==> src/rtl/vxl_pkg.sv <==
package vxl_pkg;
  typedef enum logic [1:0] {
    SZ_BYTE = 2'd0,
    SZ_HALF = 2'd1,
    SZ_WORD = 2'd2
  } elemSz_e;

  typedef struct packed {
    logic    load;
    logic    unavail;
    logic    illegal;
    elemSz_e size;
  } ctrlStrb_t;

  localparam int unsigned GRP_VX   = 6;
  localparam int unsigned SUB_BYTE = 24;
  localparam int unsigned SUB_HALF = 25;
  localparam int unsigned SUB_WORD = 26;
endpackage

==> src/rtl/vxl_ctrl.sv <==
module vxl_ctrl
  import vxl_pkg::*;
#(
  parameter int GRP_W = 5,
  parameter int SUB_W = 5
) (
  input  logic             inValid,
  input  logic [GRP_W-1:0] grpCode,
  input  logic [SUB_W-1:0] subCode,
  input  logic             isaNew,
  input  logic             vecEn,
  output ctrlStrb_t        strb
);
  logic isOurs;

  always_comb begin
    strb   = '0;
    isOurs = 1'b0;
    if (inValid) begin
      if (grpCode == GRP_W'(GRP_VX)) begin
        case (subCode)
          SUB_W'(SUB_BYTE): begin isOurs = 1'b1; strb.size = SZ_BYTE; end
          SUB_W'(SUB_HALF): begin isOurs = 1'b1; strb.size = SZ_HALF; end
          SUB_W'(SUB_WORD): begin
            // shared code: only ours at the newer ISA level
            isOurs    = isaNew;
            strb.size = SZ_WORD;
          end
          default: strb.illegal = 1'b1;
        endcase
      end else begin
        strb.illegal = 1'b1;
      end
      if (isOurs) begin
        strb.load    = vecEn;
        strb.unavail = ~vecEn;
      end
    end
  end
endmodule

==> src/rtl/vxl_dpath.sv <==
module vxl_dpath
  import vxl_pkg::*;
#(
  parameter int VEC_W = 128,
  parameter int RES_W = 64,
  parameter int OFF_W = 64,
  parameter int MAX_B = 4
) (
  input  logic             clk,
  input  logic             rst,
  input  ctrlStrb_t        strb,
  input  logic [OFF_W-1:0] offsetIn,
  input  logic [VEC_W-1:0] vecIn,
  output logic             outValid,
  output logic [RES_W-1:0] result,
  output logic             vecUnavail,
  output logic             illegalOp
);
  localparam int IDX_W = $clog2(VEC_W / 8);
  localparam int WIN_W = MAX_B * 8;
  localparam int PAD_W = VEC_W + WIN_W;
  localparam int N_SZ  = $clog2(MAX_B) + 1;

  logic [IDX_W-1:0] startIdx;
  logic [PAD_W-1:0] padded;
  logic [PAD_W-1:0] shifted;
  logic [WIN_W-1:0] window;
  logic [RES_W-1:0] cand [N_SZ];
  logic [RES_W-1:0] elemVal;

  // zero padding below the vector supplies the bytes past the end
  assign startIdx = offsetIn[IDX_W-1:0];
  assign padded   = {vecIn, {WIN_W{1'b0}}};
  assign shifted  = padded << {startIdx, 3'b000};
  assign window   = shifted[PAD_W-1 -: WIN_W];

  for (genvar s = 0; s < N_SZ; s++) begin : g_size
    localparam int NB = 1 << s;
    assign cand[s] = RES_W'(window[WIN_W-1 -: NB*8]);
  end

  always_comb begin
    case (strb.size)
      SZ_BYTE: elemVal = cand[0];
      SZ_HALF: elemVal = cand[1];
      default: elemVal = cand[2];
    endcase
  end

  always_ff @(posedge clk) begin
    if (rst) begin
      outValid   <= 1'b0;
      vecUnavail <= 1'b0;
      illegalOp  <= 1'b0;
      result     <= '0;
    end else begin
      outValid   <= strb.load;
      vecUnavail <= strb.unavail;
      illegalOp  <= strb.illegal;
      result     <= strb.load ? elemVal : '0;
    end
  end
endmodule

==> src/rtl/vec_extract_left.sv <==
module vec_extract_left
  import vxl_pkg::*;
#(
  parameter int VEC_W = 128,
  parameter int RES_W = 64,
  parameter int OFF_W = 64,
  parameter int GRP_W = 5,
  parameter int SUB_W = 5
) (
  input  logic             clk,
  input  logic             rst,
  input  logic             inValid,
  input  logic [GRP_W-1:0] grpCode,
  input  logic [SUB_W-1:0] subCode,
  input  logic             isaNew,
  input  logic             vecEn,
  input  logic [OFF_W-1:0] offsetIn,
  input  logic [VEC_W-1:0] vecIn,
  output logic             outValid,
  output logic [RES_W-1:0] result,
  output logic             vecUnavail,
  output logic             illegalOp
);
  ctrlStrb_t strb;

  vxl_ctrl #(.GRP_W(GRP_W), .SUB_W(SUB_W)) u_ctrl (
    .inValid(inValid), .grpCode(grpCode), .subCode(subCode),
    .isaNew(isaNew), .vecEn(vecEn), .strb(strb)
  );

  vxl_dpath #(.VEC_W(VEC_W), .RES_W(RES_W), .OFF_W(OFF_W), .MAX_B(4)) u_dpath (
    .clk(clk), .rst(rst), .strb(strb), .offsetIn(offsetIn), .vecIn(vecIn),
    .outValid(outValid), .result(result), .vecUnavail(vecUnavail),
    .illegalOp(illegalOp)
  );
endmodule

==> config.mk <==
export PLATFORM = sky130hd
export DESIGN_NAME = vec_extract_left
export DESIGN_NICKNAME = d
export VERILOG_FILES = /design/src/rtl/vxl_pkg.sv /design/src/rtl/vxl_ctrl.sv /design/src/rtl/vxl_dpath.sv /design/src/rtl/vec_extract_left.sv
export SDC_FILE = /design/constraint.sdc
export NUM_CORES = 1
export LEC_CHECK = 0
export BUFFER_PORTS_ARGS = -buffer_cell sky130_fd_sc_hd__buf_2
export CAP_MARGIN = 15
export CORE_MARGIN = 2
export CORE_UTILIZATION = 42
export DETAILED_ROUTE_END_ITERATION = 8
export PLACE_DENSITY_LB_ADDON = 0.1
export SYNTH_ARGS = -nofsm -noshare
export SYNTH_HDL_FRONTEND = slang
export SYNTH_SLANG_ARGS = --single-unit
==> constraint.sdc <==
create_clock -name clk -period 1.6 [get_ports clk]
set_clock_uncertainty 0.05 [all_clocks]
set_input_delay 0 -clock clk [delete_from_list [all_inputs] [get_ports clk]]
set_output_delay 0 -clock clk [all_outputs]
set_load 0.005 [all_outputs]
==> metrics.txt, run 1 <==
# TYPE chip_impl_metric gauge
chip_impl_info{name="yosys_most_used_dff",value="dfxtp_1"} 1
chip_impl_metric{name="postSynthCellCount",unit=""} 452
chip_impl_metric{name="tritoncts.num_buffers",unit=""} 5
chip_impl_metric{name="cellPowerDensity",unit="mW/mm^2"} 530.9
chip_impl_info{name="tritoncts",value="built"} 1
chip_impl_metric{name="grt_usage",unit="%"} 23.99
chip_impl_metric{name="synth-edff-count",unit=""} 0
chip_impl_metric{name="ioPinCount",unit=""} 274
chip_impl_metric{name="core.rowCount",unit=""} 40
chip_impl_metric{name="num-fill-cells",unit=""} 1070
chip_impl_metric{name="drt-initial-drc-count",unit=""} 263
chip_impl_info{name="cts_root_buf",value="clkbuf_16"} 1
chip_impl_metric{name="min_period",unit="ps"} 1507
chip_impl_metric{name="die_width",unit="um"} 114.7
chip_impl_metric{name="postLayoutCellArea",unit="mm^2"} 0.006665
chip_impl_metric{name="floorplan.die.height",unit="um"} 114.7
chip_impl_metric{name="period_share",unit="%"} 94.19
chip_impl_metric{name="finish.net_count",unit=""} 878
chip_impl_metric{name="total_leakage_power",unit="nW"} 2.955
chip_impl_metric{name="synth.yosys.seq_area_share",unit="%"} 13.61
chip_impl_metric{name="dp.final_hpwl",unit="mm"} 13.54
chip_impl_metric{name="first_global_vias",unit=""} 4626
chip_impl_info{name="worstHoldPathType",value="in -> reg"} 1
chip_impl_metric{name="synth_area_per_cell",unit="um^2"} 11.39
chip_impl_metric{name="wl_per_cell",unit="um"} 19.59
chip_impl_metric{name="floorplan.die_area",unit="mm^2"} 0.01316
chip_impl_info{name="critPathCaptureType",value="flop"} 1
chip_impl_metric{name="max_cap_violations",unit=""} 0
chip_impl_info{name="synth_commonest_cells",value="mux4_2, mux2i_1, buf_4"} 1
chip_impl_metric{name="path_clk_slew",unit="ps"} 50
chip_impl_metric{name="design.core.area",unit="mm^2"} 0.01201
chip_impl_info{name="timing.critical_path.to",value="u_dpath.result[3]"} 1
chip_impl_metric{name="mappedNetlistArea",unit="mm^2"} 0.005150
chip_impl_metric{name="gpl.final_weighted_congestion",unit=""} 1.007
chip_impl_info{name="synth.top_cells.by_area",value="mux4_2, dfxtp_1, mux2i_1, buf_4, o221ai_1"} 1
chip_impl_metric{name="crit_path_max_incr_delay",unit="ps"} 460
chip_impl_metric{name="cts_buffer_depth",unit=""} 2
chip_impl_metric{name="cts_max_level",unit=""} 2
chip_impl_metric{name="antenna_found_initial",unit=""} 1
chip_impl_metric{name="clock_sink_count",unit=""} 35
chip_impl_metric{name="unique_masters_post_synth",unit=""} 44
chip_impl_metric{name="worstSetupPathDepth",unit=""} 7
chip_impl_metric{name="timing_max_transition_violations_final",unit=""} 0
chip_impl_info{name="top_count_cell_post_synth",value="mux4_2"} 1
chip_impl_info{name="critPathKind",value="in -> reg"} 1
chip_impl_metric{name="synthToLayoutAreaGrowth",unit="%"} 29.42
chip_impl_metric{name="detail-route-antenna-nets",unit=""} 0
chip_impl_metric{name="ys_warn_count",unit=""} 0
chip_impl_metric{name="report.final.hold_viol_count",unit=""} 0
chip_impl_metric{name="placed_cell_area",unit="mm^2"} 0.006465
chip_impl_metric{name="num_vias",unit=""} 4885
chip_impl_metric{name="critical_path_arrival",unit="ps"} 1600
chip_impl_metric{name="postRouteWirelength",unit="mm"} 16.07
chip_impl_metric{name="drt-pass1-iter-count",unit=""} 4
chip_impl_info{name="cell_family_contributing_the_most_delay_on_the_critical_path",value="multiplexers"} 1
chip_impl_info{name="status",value="complete, no violations"} 1
chip_impl_metric{name="crit_path_max_fanout",unit=""} 15
chip_impl_metric{name="grt_overflow",unit=""} 0
chip_impl_info{name="path_cells",value="buf_4, buf_12, buf_4, mux4_2, mux4_2, nand3_1, o221ai_1"} 1
chip_impl_metric{name="timing.final.setup_violations",unit=""} 0
chip_impl_metric{name="critical_path_buf_inv_count",unit=""} 3
chip_impl_metric{name="fraction_of_layout_cells_with_a_size_suffix_above_1",unit="%"} 55.80
chip_impl_info{name="rsz0062_at_grt",value="false"} 1
chip_impl_metric{name="wire_length_of_the_first_global_routing_pass",unit="mm"} 25.05
chip_impl_metric{name="post_drt_via_cell_ratio",unit=""} 5.957
chip_impl_metric{name="initial_utilization",unit="%"} 42.87
chip_impl_metric{name="remaining_drc_errors",unit=""} 0
chip_impl_metric{name="maximum_resistive_drop_on_vdd",unit="uV"} 338.1
chip_impl_metric{name="synth_top_area_share",unit="%"} 38.05
chip_impl_metric{name="ys_async_sr_fraction",unit="%"} 0
chip_impl_metric{name="timing.critical_path.required",unit="ps"} 1700
chip_impl_metric{name="grt_start_max_net_pins",unit=""} 32
chip_impl_info{name="largest_area_contributor_in_the_synthesized_netlist",value="mux4_2"} 1
chip_impl_info{name="startpoint_type",value="input pin"} 1
chip_impl_metric{name="postSynthRegisterBits",unit=""} 35
chip_impl_info{name="worst_path_max_delay_cell",value="mux4_2"} 1
chip_impl_metric{name="max_frequency",unit="MHz"} 663.6
chip_impl_metric{name="fin_worst_hold_slack",unit="ps"} 11.75
chip_impl_metric{name="place.port_buffers",unit=""} 181
chip_impl_info{name="startpoint",value="offsetIn[1]"} 1
-- flip-flops by register name, summed over array words and instances (netlist names) --
signal / flops
u_dpath.result: 32
u_dpath.illegalOp: 1
u_dpath.outValid: 1
u_dpath.vecUnavail: 1
-- what timing repair did --
action	4_1_cts	5_1_grt
resized for setup	0	1
endpoints found under the hold margin	2	0
buffers inserted	0	0
endpoints found under the setup margin	0	2
hold buffers	2	0
-- where the power goes --
group | switching (mW) | internal (mW) | leakage [nW]
Clock | 0.335 | 0.773 | 0.0869
Sequential | 0.000241 | 0.874 | 0.282
Combinational | 0.706 | 0.850 | 2.59
Total | 1.04 | 2.50 | 2.96
-- final cells by class --
cell class | instances | area [um^2] | area share [%]
well taps | 147 | 183.9 | 2.760
repair buffers | 262 | 1639 | 24.59
diodes | 1 | 2.502 | 0.03754
clock inverters | 2 | 35.03 | 0.5256
clock buffers | 6 | 138.9 | 2.084
flip-flops and latches | 35 | 700.7 | 10.51
inverters | 13 | 48.80 | 0.7321
multi-input cells | 354 | 3916 | 58.76
-- routing by layer --
metal	wire length (um)	part of all wire [%]	track usage (%)	up-vias
met5	7	0.044	0	-
met4	186	1.2	4.659	2
met3	1254	7.8	2.161	14
met2	7561	47	38.93	255
met1	7056	44	35.62	2398
li1	-	-	-	2216
-- placed cells by master (no fill, tap or decap), types with 7 or more instances in the layout --
master and count:
nor2b_1 17, a211oi_1 10, buf_2 178, o22ai_1 11, nand2_1 10, mux2_2 11, nand2b_1 8, dfxtp_1 35
o211ai_1 8, inv_1 12, nor2_1 30, mux2i_1 48, a21oi_1 8, nand3_1 7, mux4_2 87, buf_4 73
buf_12 9, o221ai_1 19, conb_1 32
-- how the worst min path moves through the flow --
stage,startpoint,to,slack (ps),cells past startpoint
after floorplan,vecEn,u_dpath.vecUnavail,20,1
after global placement,vecEn,u_dpath.vecUnavail,160,2
after detailed placement,vecEn,u_dpath.vecUnavail,180,2
after CTS,rst,u_dpath.illegalOp,10,3
after global routing,rst,u_dpath.illegalOp,30,3
final,rst,u_dpath.illegalOp,10,3
-- cells by family (layout without fill, tap and decap cells) --
kind of cell | count (synthesis) | count (layout) | share of synthesized area [%]
compound gates | 86 | 86 | 13.24
other cells | 1 | 33 | 0.07282
buf+inv | 94 | 283 | 12.68
mux | 150 | 150 | 51.82
simple gates | 86 | 86 | 8.576
flops | 35 | 35 | 13.61
-- per-stage QoR --
| step | TNS (ps) | power, mW | instances | setup WS [ps] | util, % |
|---|---|---|---|---|---|
| floorplan | 0 | 1.925 | 483 | 9.750 | - |
| global placement | -2248 | 2.411 | 809 | -186.8 | 53.82 |
| detailed placement | -2631 | 2.431 | 809 | -201.1 | 53.82 |
| CTS | 0 | 3.542 | 819 | 80.91 | 55.44 |
| global route | 0 | 3.699 | 819 | 7.649 | 55.47 |
| finish | 0 | 3.538 | 820 | 92.99 | 55.49 |
(Power assumes the default switching activity.)
==> run 2, diff against run 1 <==
--- a/config.mk
+++ b/config.mk
@@ -7,7 +7,8 @@
 export LEC_CHECK = 0
 export BUFFER_PORTS_ARGS = -buffer_cell sky130_fd_sc_hd__buf_2
 export CAP_MARGIN = 15
-export CORE_MARGIN = 2
+export CORE_ASPECT_RATIO = 1.4
+export CORE_MARGIN = 4
 export CORE_UTILIZATION = 42
 export DETAILED_ROUTE_END_ITERATION = 8
 export PLACE_DENSITY_LB_ADDON = 0.1
==> run 2 against run 1 <==
Core utilization is essentially flat. Setup slack gained 45 ps. Fmax grew 3.1%. Clock power is essentially flat. Global-route usage shrank 1.3 points. Total power shrank 0.44%. Highest routed layer unchanged.
==> metrics.txt, run 2 (synthesized netlist as in run 1, its figures left out) <==
# TYPE chip_impl_metric gauge
chip_impl_metric{name="clockPowerShare",unit="%"} 31.8
chip_impl_metric{name="synthToLayoutAreaGrowth",unit="%"} 28.69
chip_impl_info{name="critPathCaptureType",value="flop"} 1
chip_impl_metric{name="placed_cell_area",unit="mm^2"} 0.006436
chip_impl_metric{name="ioPinCount",unit=""} 274
chip_impl_metric{name="path_clk_slew",unit="ps"} 60
chip_impl_info{name="cts_root_buf",value="clkbuf_16"} 1
chip_impl_metric{name="cellPowerDensity",unit="mW/mm^2"} 531.5
chip_impl_metric{name="dp.final_hpwl",unit="mm"} 13.83
chip_impl_metric{name="floorplan.die.height",unit="um"} 139.0
chip_impl_metric{name="clock_sink_count",unit=""} 35
chip_impl_info{name="holdPathEnd",value="u_dpath.illegalOp"} 1
chip_impl_metric{name="timing.critical_path.required",unit="ps"} 1750
chip_impl_info{name="startpoint_type",value="input pin"} 1
chip_impl_info{name="rsz0062_at_grt",value="false"} 1
chip_impl_metric{name="floorplan.die_area",unit="mm^2"} 0.01412
chip_impl_metric{name="maximum_resistive_drop_on_vdd",unit="uV"} 528.7
chip_impl_metric{name="post_drt_via_cell_ratio",unit=""} 6.034
chip_impl_metric{name="p_sw",unit="mW"} 1.072
chip_impl_metric{name="fraction_of_layout_cells_with_a_size_suffix_above_1",unit="%"} 55.49
chip_impl_info{name="status",value="complete, no violations"} 1
chip_impl_metric{name="finish.net_count",unit=""} 871
chip_impl_metric{name="gpl.final_weighted_congestion",unit=""} 0.9852
chip_impl_metric{name="tritoncts.num_buffers",unit=""} 5
chip_impl_metric{name="initial_utilization",unit="%"} 43.14
chip_impl_metric{name="num_vias",unit=""} 4900
chip_impl_metric{name="total_leakage_power",unit="nW"} 2.927
chip_impl_metric{name="crit_path_max_fanout",unit=""} 12
chip_impl_metric{name="remaining_drc_errors",unit=""} 0
chip_impl_metric{name="max_cap_violations",unit=""} 0
chip_impl_metric{name="report.final.hold_viol_count",unit=""} 0
chip_impl_metric{name="swShare",unit="%"} 30.44
chip_impl_metric{name="max_frequency",unit="MHz"} 684.1
chip_impl_metric{name="core.rowCount",unit=""} 47
chip_impl_info{name="worstHoldPathType",value="in -> reg"} 1
chip_impl_metric{name="design_power_total",unit="mW"} 3.523
chip_impl_metric{name="cts_max_level",unit=""} 2
chip_impl_metric{name="wl_per_cell",unit="um"} 20.52
chip_impl_info{name="commonest_cells_after_routing_fill_and_taps_aside",value="buf_2, mux4_2, buf_4, mux2i_1, dfxtp_1"} 1
chip_impl_metric{name="max_ffs_per_register",unit=""} 32
chip_impl_metric{name="grt_overflow",unit=""} 0
chip_impl_metric{name="period_share",unit="%"} 91.36
chip_impl_metric{name="grt_usage",unit="%"} 22.72
chip_impl_info{name="hp-start",value="subCode[1]"} 1
chip_impl_metric{name="insertedDiodeCount",unit=""} 0
chip_impl_metric{name="drt-initial-drc-count",unit=""} 264
chip_impl_info{name="largest_register",value="u_dpath.result"} 1
chip_impl_info{name="tritoncts",value="built"} 1
chip_impl_metric{name="antenna_found_initial",unit=""} 2
chip_impl_metric{name="holdPathStages",unit=""} 3
chip_impl_info{name="most_common_library_cell_in_the_layout_ignoring_fill_and_taps",value="buf_2"} 1
chip_impl_metric{name="grt_start_max_net_pins",unit=""} 31
chip_impl_metric{name="place.port_buffers",unit=""} 181
chip_impl_metric{name="detail-route-antenna-nets",unit=""} 0
chip_impl_metric{name="sequentialPowerShare",unit="%"} 24.8
chip_impl_metric{name="design.core.area",unit="mm^2"} 0.01194
chip_impl_metric{name="critical_path_arrival",unit="ps"} 1610
chip_impl_metric{name="timing.final.setup_violations",unit=""} 0
chip_impl_metric{name="die_width",unit="um"} 101.6
chip_impl_metric{name="cts_buffer_depth",unit=""} 2
chip_impl_metric{name="postLayoutCellArea",unit="mm^2"} 0.006628
chip_impl_metric{name="wire_length_of_the_first_global_routing_pass",unit="mm"} 25.70
chip_impl_metric{name="p_int",unit="mW"} 2.451
chip_impl_metric{name="combPwrFrac",unit="%"} 43.4
chip_impl_metric{name="min_period",unit="ps"} 1462
chip_impl_metric{name="first_global_vias",unit=""} 4973
chip_impl_metric{name="drt-pass1-iter-count",unit=""} 5
chip_impl_metric{name="postRouteWirelength",unit="mm"} 16.66
chip_impl_info{name="critPathKind",value="in -> reg"} 1
chip_impl_metric{name="timing_max_transition_violations_final",unit=""} 0
[run 2: worst max-delay path by stage]
stage / start / endpoint / slack [ps] / cells after the start
after floorplan: offsetIn[0] / u_dpath.result[3] / 10 / 6
after global placement: grpCode[0] / u_dpath.result[12] / -190 / 8
after detailed placement: grpCode[0] / u_dpath.result[12] / -220 / 8
after CTS: grpCode[0] / u_dpath.result[12] / 80 / 8
after global routing: offsetIn[2] / u_dpath.result[3] / 20 / 7
final: offsetIn[1] / u_dpath.result[1] / 140 / 7
[run 2: per-layer routing]
metal | vias up | track usage (%) | share of wire, %
met5 | - | 0 | 0.19
met4 | 4 | 6.303 | 1.8
met3 | 31 | 4.378 | 9.4
met2 | 258 | 38.00 | 51
met1 | 2404 | 29.75 | 38
li1 | 2203 | - | -
[run 2: layout make-up]
cell class	count	area (um^2)
Clock buffer	5	125.1
Clock inverter	3	43.79
Fill cell	1095	5310
Inverter	13	48.80
Multi-Input combinational cell	354	3918
Sequential cell	35	700.7
Tap cell	147	183.9
Timing Repair Buffer	255	1608
[run 2: per-stage QoR]
step / utilization, % / setup WS [ps] / hold slack [ps] / setup TNS [ps] / instances
final: 55.52 / 138.3 / 10.03 / 0 / 812
after global routing: 55.52 / 18.25 / 38.50 / 0 / 812
after CTS: 55.41 / 75.51 / 11.48 / 0 / 812
after detailed placement: 53.91 / -217.4 / 176.0 / -2821 / 803
after global placement: 53.91 / -191.0 / 166.7 / -1999 / 803
after floorplan: - / 9.750 / 21.61 / 0 / 483
[run 2: worst max-delay path, cell delays in order]
cell and delay [ps]:
buf_4 230, buf_12 170, buf_4 130, mux4_2 490, mux2_2 300, or2_0 200, o221ai_1 70
[run 2: what timing repair did]
action,CTS,global route
gates resized for setup,0,3
buffers inserted,0,0
endpoints found under the hold margin,1,0
hold buffers,1,0
endpoints found under the setup margin,0,4
[run 2: power groups by stage]
stage | clock (mW) | combinational [mW] | sequential, mW
detailed placement | 0 | 1.51 | 0.893
finish | 1.12 | 1.53 | 0.873
global route | 1.16 | 1.64 | 0.873
CTS | 1.14 | 1.52 | 0.873
global placement | 0 | 1.49 | 0.892
floorplan | 0 | 1.03 | 0.893
==> run 3, diff against run 2 <==
--- a/config.mk
+++ b/config.mk
@@ -9,9 +9,11 @@
 export CAP_MARGIN = 15
 export CORE_ASPECT_RATIO = 1.4
 export CORE_MARGIN = 4
-export CORE_UTILIZATION = 42
+export CORE_UTILIZATION = 43
+export CTS_BUF_LIST = sky130_fd_sc_hd__clkbuf_4
 export DETAILED_ROUTE_END_ITERATION = 8
 export PLACE_DENSITY_LB_ADDON = 0.1
+export RECOVER_POWER = 100
 export SYNTH_ARGS = -nofsm -noshare
 export SYNTH_HDL_FRONTEND = slang
 export SYNTH_SLANG_ARGS = --single-unit
==> run 3 against run 2 <==
Combinational power about the same. Final area up 0.64%. Non-clock buffer count up 16. Sequential cell count unchanged. Sequential power about the same. Wire length decreased by 1.1%. First-iteration DRC count down 15%. Fmax decreased by 4.5%. Clock power fell by 28%.
==> metrics.txt, run 3 (synthesized netlist as in run 1, its figures left out) <==
# TYPE chip_impl_metric gauge
chip_impl_metric{name="ioPinCount",unit=""} 274
chip_impl_metric{name="final_core_utilization",unit="%"} 56.71
chip_impl_metric{name="cts_buffer_depth",unit=""} 2
chip_impl_metric{name="clock_sink_count",unit=""} 35
chip_impl_metric{name="grt_overflow",unit=""} 0
chip_impl_metric{name="detail-route-antenna-nets",unit=""} 0
chip_impl_metric{name="gpl.final_weighted_congestion",unit=""} 0.9483
chip_impl_metric{name="timing.critical_path.required",unit="ps"} 1820
chip_impl_info{name="commonest_cells_after_routing_fill_and_taps_aside",value="buf_2, mux4_2, buf_4, mux2i_1, dfxtp_1"} 1
chip_impl_metric{name="path_clk_slew",unit="ps"} 110
chip_impl_metric{name="crit_path_max_fanout",unit=""} 6
chip_impl_metric{name="grt_usage",unit="%"} 23.42
chip_impl_metric{name="tritoncts.num_buffers",unit=""} 5
chip_impl_metric{name="wire_length_of_the_first_global_routing_pass",unit="mm"} 25.62
chip_impl_metric{name="fraction_of_layout_cells_with_a_size_suffix_above_1",unit="%"} 53.30
chip_impl_info{name="worst_path_max_delay_cell",value="dlygate4sd3_1"} 1
chip_impl_metric{name="max_ffs_per_register",unit=""} 32
chip_impl_metric{name="holdPathStages",unit=""} 4
chip_impl_info{name="cell_family_contributing_the_most_delay_on_the_critical_path",value="buffers and inverters"} 1
chip_impl_metric{name="floorplan.die_area",unit="mm^2"} 0.01382
chip_impl_metric{name="design.core.area",unit="mm^2"} 0.01176
chip_impl_metric{name="synthToLayoutAreaGrowth",unit="%"} 29.52
chip_impl_metric{name="critical_path_buf_inv_count",unit=""} 4
chip_impl_info{name="critPathCaptureType",value="flop"} 1
chip_impl_metric{name="dpl_worst_slack",unit="ps"} -182.6
chip_impl_info{name="path_cells",value="dlygate4sd3_1, buf_2, a2111oi_4, buf_4, nand3_1, buf_4, or2_0, o221ai_1"} 1
chip_impl_info{name="critical_path.most_common_cell",value="buf_4"} 1
chip_impl_metric{name="cts_max_level",unit=""} 2
chip_impl_info{name="largest_register",value="u_dpath.result"} 1
chip_impl_metric{name="maximum_resistive_drop_on_vdd",unit="uV"} 265.8
chip_impl_metric{name="postRouteWirelength",unit="mm"} 16.48
chip_impl_metric{name="crit_path_max_incr_delay",unit="ps"} 530
chip_impl_info{name="critPathKind",value="in -> reg"} 1
chip_impl_metric{name="dp.final_hpwl",unit="mm"} 13.97
chip_impl_metric{name="report.final.hold_viol_count",unit=""} 0
chip_impl_metric{name="num_vias",unit=""} 4871
chip_impl_metric{name="finish.net_count",unit=""} 887
chip_impl_info{name="worstHoldPathType",value="in -> reg"} 1
chip_impl_metric{name="worstSetupPathDepth",unit=""} 8
chip_impl_metric{name="grt_start_max_net_pins",unit=""} 20
chip_impl_metric{name="max_frequency",unit="MHz"} 653.6
chip_impl_metric{name="post_drt_via_cell_ratio",unit=""} 5.869
chip_impl_metric{name="place.port_buffers",unit=""} 181
chip_impl_metric{name="wl_per_cell",unit="um"} 19.86
chip_impl_metric{name="total_leakage_power",unit="nW"} 2.889
chip_impl_info{name="cts_root_buf",value="clkbuf_4"} 1
chip_impl_metric{name="cellPowerDensity",unit="mW/mm^2"} 484.7
chip_impl_metric{name="drt-pass1-iter-count",unit=""} 4
chip_impl_metric{name="antenna_found_initial",unit=""} 2
chip_impl_info{name="status",value="complete, no violations"} 1
chip_impl_metric{name="max_cap_violations",unit=""} 0
chip_impl_metric{name="period_share",unit="%"} 95.63
chip_impl_info{name="tritoncts",value="built"} 1
chip_impl_info{name="most_common_library_cell_in_the_layout_ignoring_fill_and_taps",value="buf_2"} 1
chip_impl_metric{name="critical_path_arrival",unit="ps"} 1750
chip_impl_metric{name="drt-initial-drc-count",unit=""} 225
chip_impl_metric{name="floorplan.die.height",unit="um"} 137.5
chip_impl_metric{name="finalWorstSetupSlack",unit="ps"} 69.90
chip_impl_metric{name="remaining_drc_errors",unit=""} 0
chip_impl_metric{name="postLayoutCellArea",unit="mm^2"} 0.006670
chip_impl_metric{name="first_global_vias",unit=""} 4981
chip_impl_metric{name="initial_utilization",unit="%"} 43.79
chip_impl_metric{name="min_period",unit="ps"} 1530
chip_impl_info{name="startpoint_type",value="input pin"} 1
chip_impl_metric{name="placed_cell_area",unit="mm^2"} 0.006526
chip_impl_metric{name="die_width",unit="um"} 100.5
chip_impl_metric{name="timing_max_transition_violations_final",unit=""} 0
chip_impl_metric{name="core.rowCount",unit=""} 47
chip_impl_metric{name="timing.final.setup_violations",unit=""} 0
-- run 3: cell types whose count changed in the layout (fill, tap and decap cells not counted), moves of 2 or more --
cell,change
buf_2,-19
dlygate4sd3_1,+3
buf_4,+13
clkbuf_4,+5
diode_2,+2
clkbuf_16,-5
clkbuf_1,+19
-- run 3: path summary, 6_finish.rpt --
path	slack, ps	start	to
max	70	subCode[1]	u_dpath.result[0]
min	90	inValid	u_dpath.result[13]
-- run 3: cell type report --
cell class	count	area, um^2
clock buffers	5	37.54
repair buffers	271	1708
fillers	1097	5091
inverters	13	48.80
well taps	147	183.9
diodes	2	5.005
clock inverters	3	67.56
flip-flops and latches	35	700.7
multi-input cells	354	3919
-- run 3: tightest hold or removal path: stages --
cell	delay (ps)
buf_2	120
nand3_1	110
buf_4	150
o22ai_1	70
-- run 3: through the flow --
step	std cells	TNS, ps	total power [mW]	hold WS [ps]
floorplan	483	0	1.925	21.61
global placement	815	-1617	2.411	180.4
detailed placement	815	-2379	2.434	184.4
CTS	827	0	3.254	57.83
global route	830	-2.837	3.409	103.7
finish	830	0	3.233	93.13
-- run 3: timing repair --
| action | in CTS | in global routing |
|---|---|---|
| hold buffers | 4 | 0 |
| gates resized for setup | 0 | 2 |
| setup buffers | 0 | 1 |
| hold endpoints to repair | 3 | 0 |
| setup endpoints to repair | 0 | 5 |
-- run 3: layer usage --
layer	GRT usage, %	share of wire [%]	wire, um
met3	3.597	7.3	1202
met1	30.17	39	6507
met5	0	0	0
met2	40.89	51	8486
met4	6.217	1.7	286
-- run 3: report_power, final --
group,internal (mW),switching (mW)
Clock,0.486,0.320
Sequential,0.872,0.000793
Combinational,0.866,0.688
